$ cat config.mk
export PLATFORM = sky130hd
export DESIGN_NAME = rx_fifo_autorts
export DESIGN_NICKNAME = d
export VERILOG_FILES = /design/src/rtl/rxf_pkg.sv /design/src/rtl/rxf_store.sv /design/src/rtl/rxf_flow.sv /design/src/rtl/rx_fifo_autorts.sv
export SDC_FILE = /design/constraint.sdc
export NUM_CORES = 1
export LEC_CHECK = 0
export ABC_AREA = 1
export BUFFER_PORTS_ARGS = -buffer_cell sky130_fd_sc_hd__buf_2
export CAP_MARGIN = 20
export CORE_MARGIN = 5
export CORE_UTILIZATION = 41
export CTS_BUF_LIST = sky130_fd_sc_hd__clkbuf_4
export CTS_CLUSTER_SIZE = 20
export DETAILED_ROUTE_END_ITERATION = 6
export RECOVER_POWER = 100
export SLEW_MARGIN = 0
export SYNTH_ARGS = -nofsm -noshare
export SYNTH_HDL_FRONTEND = slang
export SYNTH_SLANG_ARGS = --single-unit
$ cat constraint.sdc
create_clock -name clk -period 8.2 [get_ports clk]
set_input_delay 0.82 -clock clk [delete_from_list [all_inputs] [get_ports clk]]
set_output_delay 0.82 -clock clk [all_outputs]
set_load 0.01 [all_outputs]
$ cat src/rtl/rxf_pkg.sv
package rxf_pkg;

    typedef struct packed {
        logic       brk;
        logic       frm;
        logic       par;
        logic [7:0] data;
    } rx_word_t;

    localparam int WORD_W = $bits(rx_word_t);

endpackage

$ cat src/rtl/rxf_store.sv
module rxf_store #(
    parameter int DEPTH = 64
) (
    input  logic                         clk,
    input  logic                         rst_n,
    input  logic                         fifo_en,
    input  logic                         wr_en,
    input  rxf_pkg::rx_word_t            wr_word,
    input  logic                         rd_en,
    output rxf_pkg::rx_word_t            rd_word,
    output logic [$clog2(DEPTH+1)-1:0]   fill_q,
    output logic [$clog2(DEPTH+1)-1:0]   fill_d,
    output logic                         ovr
);
    localparam int AW = $clog2(DEPTH);
    localparam int CW = $clog2(DEPTH + 1);
    localparam logic [CW-1:0] FULL_CNT = CW'(DEPTH);

    typedef struct packed {
        logic [AW-1:0]     wptr;
        logic [AW-1:0]     rptr;
        logic [CW-1:0]     cnt;
        rxf_pkg::rx_word_t rdata;
        logic              ovr;
    } store_t;

    store_t            st_d, st_q;
    rxf_pkg::rx_word_t mem [DEPTH];
    logic              do_wr, do_rd;

    always_comb begin
        st_d  = st_q;
        do_wr = 1'b0;
        do_rd = 1'b0;
        if (!fifo_en) begin
            st_d.wptr = '0;
            st_d.rptr = '0;
            st_d.cnt  = '0;
            st_d.ovr  = 1'b0;
        end else begin
            do_wr = wr_en && (st_q.cnt != FULL_CNT);
            do_rd = rd_en && (st_q.cnt != '0);
            if (wr_en && (st_q.cnt == FULL_CNT)) begin
                st_d.ovr = 1'b1;
            end
            if (do_wr) begin
                st_d.wptr = st_q.wptr + 1'b1;
            end
            if (do_rd) begin
                st_d.rdata = mem[st_q.rptr];
                st_d.rptr  = st_q.rptr + 1'b1;
            end
            st_d.cnt = st_q.cnt + {{(CW-1){1'b0}}, do_wr} - {{(CW-1){1'b0}}, do_rd};
        end
    end

    always_ff @(posedge clk or negedge rst_n) begin
        if (!rst_n) begin
            st_q <= '0;
        end else begin
            st_q <= st_d;
        end
    end

    always_ff @(posedge clk) begin
        if (do_wr) begin
            mem[st_q.wptr] <= wr_word;
        end
    end

    assign rd_word = st_q.rdata;
    assign fill_q  = st_q.cnt;
    assign fill_d  = st_d.cnt;
    assign ovr     = st_q.ovr;

endmodule

$ cat src/rtl/rxf_flow.sv
module rxf_flow #(
    parameter int CW         = 7,
    parameter int PAUSE_LVL  = 56,
    parameter int RESUME_LVL = 8
) (
    input  logic          clk,
    input  logic          rst_n,
    input  logic          auto_en,
    input  logic          rts_req,
    input  logic          enh_en,
    input  logic          rts_int_en,
    input  logic          isr_rd,
    input  logic [CW-1:0] fill_next,
    output logic          rts_n,
    output logic          rts_flag
);
    localparam logic [CW-1:0] PAUSE_C  = CW'(PAUSE_LVL);
    localparam logic [CW-1:0] RESUME_C = CW'(RESUME_LVL);

    typedef struct packed {
        logic rts_n;
        logic flag;
    } flow_t;

    flow_t flow_d, flow_q;
    logic  auto_on;
    logic  rise;

    always_comb begin
        flow_d  = flow_q;
        auto_on = auto_en && rts_req;
        if (!auto_on) begin
            flow_d.rts_n = !rts_req;
        end else if (fill_next > PAUSE_C) begin
            flow_d.rts_n = 1'b1;
        end else if (fill_next < RESUME_C) begin
            flow_d.rts_n = 1'b0;
        end
        rise = flow_d.rts_n && !flow_q.rts_n;
        if (isr_rd) begin
            flow_d.flag = 1'b0;
        end
        if (rise && enh_en && rts_int_en) begin
            flow_d.flag = 1'b1;
        end
    end

    always_ff @(posedge clk or negedge rst_n) begin
        if (!rst_n) begin
            flow_q <= '{rts_n: 1'b1, flag: 1'b0};
        end else begin
            flow_q <= flow_d;
        end
    end

    assign rts_n    = flow_q.rts_n;
    assign rts_flag = flow_q.flag;

endmodule

$ cat src/rtl/rx_fifo_autorts.sv
module rx_fifo_autorts #(
    parameter int DEPTH   = 64,
    parameter int RX_TRIG = 16
) (
    input  logic        clk,
    input  logic        rst_n,
    input  logic        fifo_en,
    input  logic        wr_en,
    input  logic [7:0]  wr_data,
    input  logic [2:0]  wr_err,
    input  logic        rd_en,
    output logic [10:0] rd_data,
    input  logic        auto_rts_en,
    input  logic        rts_req,
    input  logic        enh_en,
    input  logic        rts_int_en,
    input  logic        isr_rd,
    output logic        rts_n,
    output logic        trig_irq,
    output logic        rts_flag,
    output logic        overrun
);
    localparam int CW         = $clog2(DEPTH + 1);
    localparam int RESUME_LVL = RX_TRIG / 2;
    localparam int PAUSE_LVL  = DEPTH - RESUME_LVL;
    localparam logic [CW-1:0] TRIG_C = CW'(RX_TRIG);

    rxf_pkg::rx_word_t wr_word, rd_word;
    logic [CW-1:0]     fill_q, fill_d;

    assign wr_word = '{brk: wr_err[2], frm: wr_err[1], par: wr_err[0], data: wr_data};

    rxf_store #(.DEPTH(DEPTH)) u_store (
        .clk     (clk),
        .rst_n   (rst_n),
        .fifo_en (fifo_en),
        .wr_en   (wr_en),
        .wr_word (wr_word),
        .rd_en   (rd_en),
        .rd_word (rd_word),
        .fill_q  (fill_q),
        .fill_d  (fill_d),
        .ovr     (overrun)
    );

    rxf_flow #(
        .CW         (CW),
        .PAUSE_LVL  (PAUSE_LVL),
        .RESUME_LVL (RESUME_LVL)
    ) u_flow (
        .clk        (clk),
        .rst_n      (rst_n),
        .auto_en    (auto_rts_en),
        .rts_req    (rts_req),
        .enh_en     (enh_en),
        .rts_int_en (rts_int_en),
        .isr_rd     (isr_rd),
        .fill_next  (fill_d),
        .rts_n      (rts_n),
        .rts_flag   (rts_flag)
    );

    assign rd_data  = rd_word;
    assign trig_irq = fifo_en && (fill_q >= TRIG_C);

endmodule

==> flow_summary_export.csv <==
group,metric,value,unit
placed_design,dp_cells,3354,
placed_design,placed_area,30900,sq um
floorplan,core-area,73000,sq um
setup_path,critPathRequiredTime,9130,ps
setup_path,arrival,6360,ps
global_route,antenna_found_initial,1,
cells_and_area,drive_above_1_share,0.110,
clock_tree,cts_buffers,176,
global_route,grt_pass1_vias,19800,
worst_hold_path,hold_depth,5,
cells_and_area,final_nets,2616,
status,outcome,"finished with violations",
logic_synthesis,synth_compound_area_frac,0.102,
worst_hold_path,hp-start,"auto_rts_en",
logic_synthesis,post_synth_num_cell_types,33,
setup_path,worstRegToRegCells,10,
placed_design,gp_congestion,0.907,
global_route,grt_usage,0.205,
clock_tree,clkSinkCount,737,
cells_and_area,utilization,0.453,
setup_path,cpPeakStageDelay,1780,ps
sta,rsz0062_at_grt,"false",
sta,min_period,5430,ps
sta,final-max-slew-violation-count,917,
clock_tree,cts_resized,0,
global_route,use_met1,0.281,
cells_and_area,final_area,33100,sq um
global_route,busiest_layer,"met2",
global_route,global_route.overflow_total,0,
clock_tree,clkTransAtPathRegs,60,ps
worst_hold_path,hold_end,"u_flow.rts_flag",
drt,routedWlPerCell,22.2,um
global_route,grt_pass1_wl,121000,um
power,power_leakage,0.0115,uW
logic_synthesis,synthesis.area,30200,sq um
global_route,use_met2,0.316,
logic_synthesis,yosysSeqAreaShare,0.729,
setup_path,end_kind,"register",
placed_design,hpwl,44700,um
sta,tns,0,ps
logic_synthesis,syn-num-nets,2524,
global_route,globalRouteMet3Util,0.0535,
cells_and_area,final_common_cell,"edfxtp_1",
logic_synthesis,synth-simple-area-share,0.127,
cells_and_area,syn2layout_area_growth,9.67,%
clock_tree,clockBufferDepth,3,
sta,hold_violations,0,
status,violations,"max-capacitance violations, max-slew violations",
setup_path,rr_startpoint,"u_store.st_q[19]",
logic_synthesis,ys_warn_count,0,
clock_tree,insertion_delay,1000,ps
drt,vias_per_cell,5.44,
sta,fmax,184,MHz
setup_path,r2r_end,"u_store.rd_word[9]",
drt,drc_errors,0,
setup_path,cp_top_family,"buffers and inverters",
floorplan,io_pins,36,
drt,drtPass1Iterations,6,
power,finalPower,8600,uW
job,max-cap-violations,15,
logic_synthesis,muxShareOfSynthArea,0,
worst_hold_path,hold_path_class,"input pin to register",
setup_path,critPathBufInv,2,
logic_synthesis,synth_area_per_cell,12.1,sq um
drt,drt_iter0_drc,2208,
cells_and_area,n_fill_cell,6647,
sta,worst_slew_pin_slew,4320,ps
logic_synthesis,synth-xor-area-share,0.000871,
power,p_per_area,260,nW/um^2
floorplan,die_x,281,um
logic_synthesis,synth_fa_ha_area_frac,0.00564,
logic_synthesis,synth-seq-cells,737,
logic_synthesis,synth_top_family_by_area,"simple AND/OR/NAND/NOR gates",
drt,antenna_left,0,
global_route,grt_max_degree,202,
clock_tree,htreeDepth,4,
setup_path,start_kind,"register",
sta,fin_worst_skew,54.3,ps
cells_and_area,final_cells,3678,
floorplan,die_h,281,um
clock_tree,root_buffer,"clkbuf_4",
setup_path,rrSetupSlack,2770,ps
setup_path,crit_fanout,201,
drt,wirelength,81500,um
sta,finalCritPeriodShare,0.663,
floorplan,die_area,79100,sq um
cells_and_area,final_cell_mix,"edfxtp_1, nand2_1, nor2_1",
cells_and_area,multi_input_comb_area,7090,sq um
power,irDropWorstVdd,0.191,mV
cells_and_area,seq_area,22000,sq um
setup_path,slowest_stage,"dfrtp_1",
logic_synthesis,synthCells,2490,
setup_path,crit_chain,"buf_12 -> clkbuf_2 -> o21ai_0 -> o22ai_1 -> nand2_1 -> nand2_1 -> nand3_1 -> nand3_1 -> nand3_1 -> nand2_1",
floorplan,rows,99,
setup_path,path_class,"register to register",
sta,setup_viol,0,
drt,vias,20000,
sta,maxSlewHeadroom,-1.88,
clock_tree,cts_tree,"done",
floorplan,start_util,0.413,
placed_design,io_buffers,35,
[repair_timing]
action	4_1_cts	5_1_grt
endpoints found under the setup margin	0	0
buffers inserted	0	0
endpoints found under the hold margin	35	0
hold buffers	5	0
[per-stage QoR]
step / worst slack (ps) / hold slack [ps]
detailed placement: 3740 / 460
global route: 2330 / 104
CTS: 4080 / 5.40
floorplan: 5080 / 450
global placement: 3930 / 458
finish: 2770 / 184
[per-layer routing]
| metal | up-vias | part of all wire |
|---|---|---|
| met5 | - | 0 |
| met4 | 0 | 0.029 |
| met3 | 148 | 0.091 |
| met2 | 1017 | 0.46 |
| met1 | 9693 | 0.42 |
| li1 | 9163 | - |
[worst max path at each step]
stage                            from            endpoint  cells after the start
finish               u_store.st_q[19]  u_store.rd_word[9]                     10
global route         u_store.st_q[19]  u_store.rd_word[9]                     10
floorplan                     fifo_en  u_store.mem[41][0]                      6
global placement              fifo_en  u_store.mem[36][8]                      5
CTS                 u_store.fill_q[2]  u_store.mem[20][7]                      9
detailed placement            fifo_en  u_store.mem[12][3]                      5
[registers in the layout (all words and copies together) (netlist names)]
register,flops
u_store.rd_word,11
u_flow.rts_n,1
u_store.fill_q,7
u_flow.rts_flag,1
u_store.ovr,1
u_store.st_q,12
u_store.mem,704
[area by class of cell]
type,instances,share of cell area
repair buffers,71,0.0117
clock buffers,246,0.0558
diodes,1,0.0000757
inverters,57,0.00692
multi-input cells,1539,0.214
well taps,959,0.0363
flip-flops and latches,737,0.664
clock inverters,68,0.0107
[cells in the mapped netlist, drive strengths merged]
cell / count / area [sq um]
nor3: 8 / 40.0
edfxtp: 704 / 21100
o22ai: 91 / 569
a21boi: 77 / 578
nor4: 3 / 25.0
fa: 1 / 20.0
and3: 1 / 6.26
clkinv: 2 / 7.51
xnor2: 3 / 26.3
a21oi: 106 / 531
a31oi: 1 / 6.26
nand3: 99 / 495
clkbuf: 76 / 292
o21ai: 277 / 1390
inv: 55 / 214
nand2: 510 / 1910
nor2: 342 / 1280
dfrtp: 32 / 801
buf: 81 / 592
dfstp: 1 / 26.3
nand4: 8 / 50.1
ha: 12 / 150
[report_power, final]
group	internal (uW)	switching (uW)
clock	1480	1430
combinational	401	996
sequential	4190	100
[worst reg2reg max path, cell delays in order (launching register included)]
cell	delay, ps
dfrtp_1	1780
buf_12	660
clkbuf_2	1640
o21ai_0	430
o22ai_1	260
nand2_1	70
nand2_1	120
nand3_1	130
nand3_1	160
nand3_1	90
nand2_1	60
[cells by family (layout without fill, tap and decap cells)]
logic type / after synthesis / count (layout)
XOR/XNOR: 3 / 3
adder cells (fa/ha/maj): 13 / 13
AO/OA/AOI/OAI: 552 / 552
other: 0 / 1
AND/OR/NAND/NOR: 971 / 971
buffers and inverters: 214 / 442
flip-flops: 737 / 737
(Power assumes the default switching activity.)
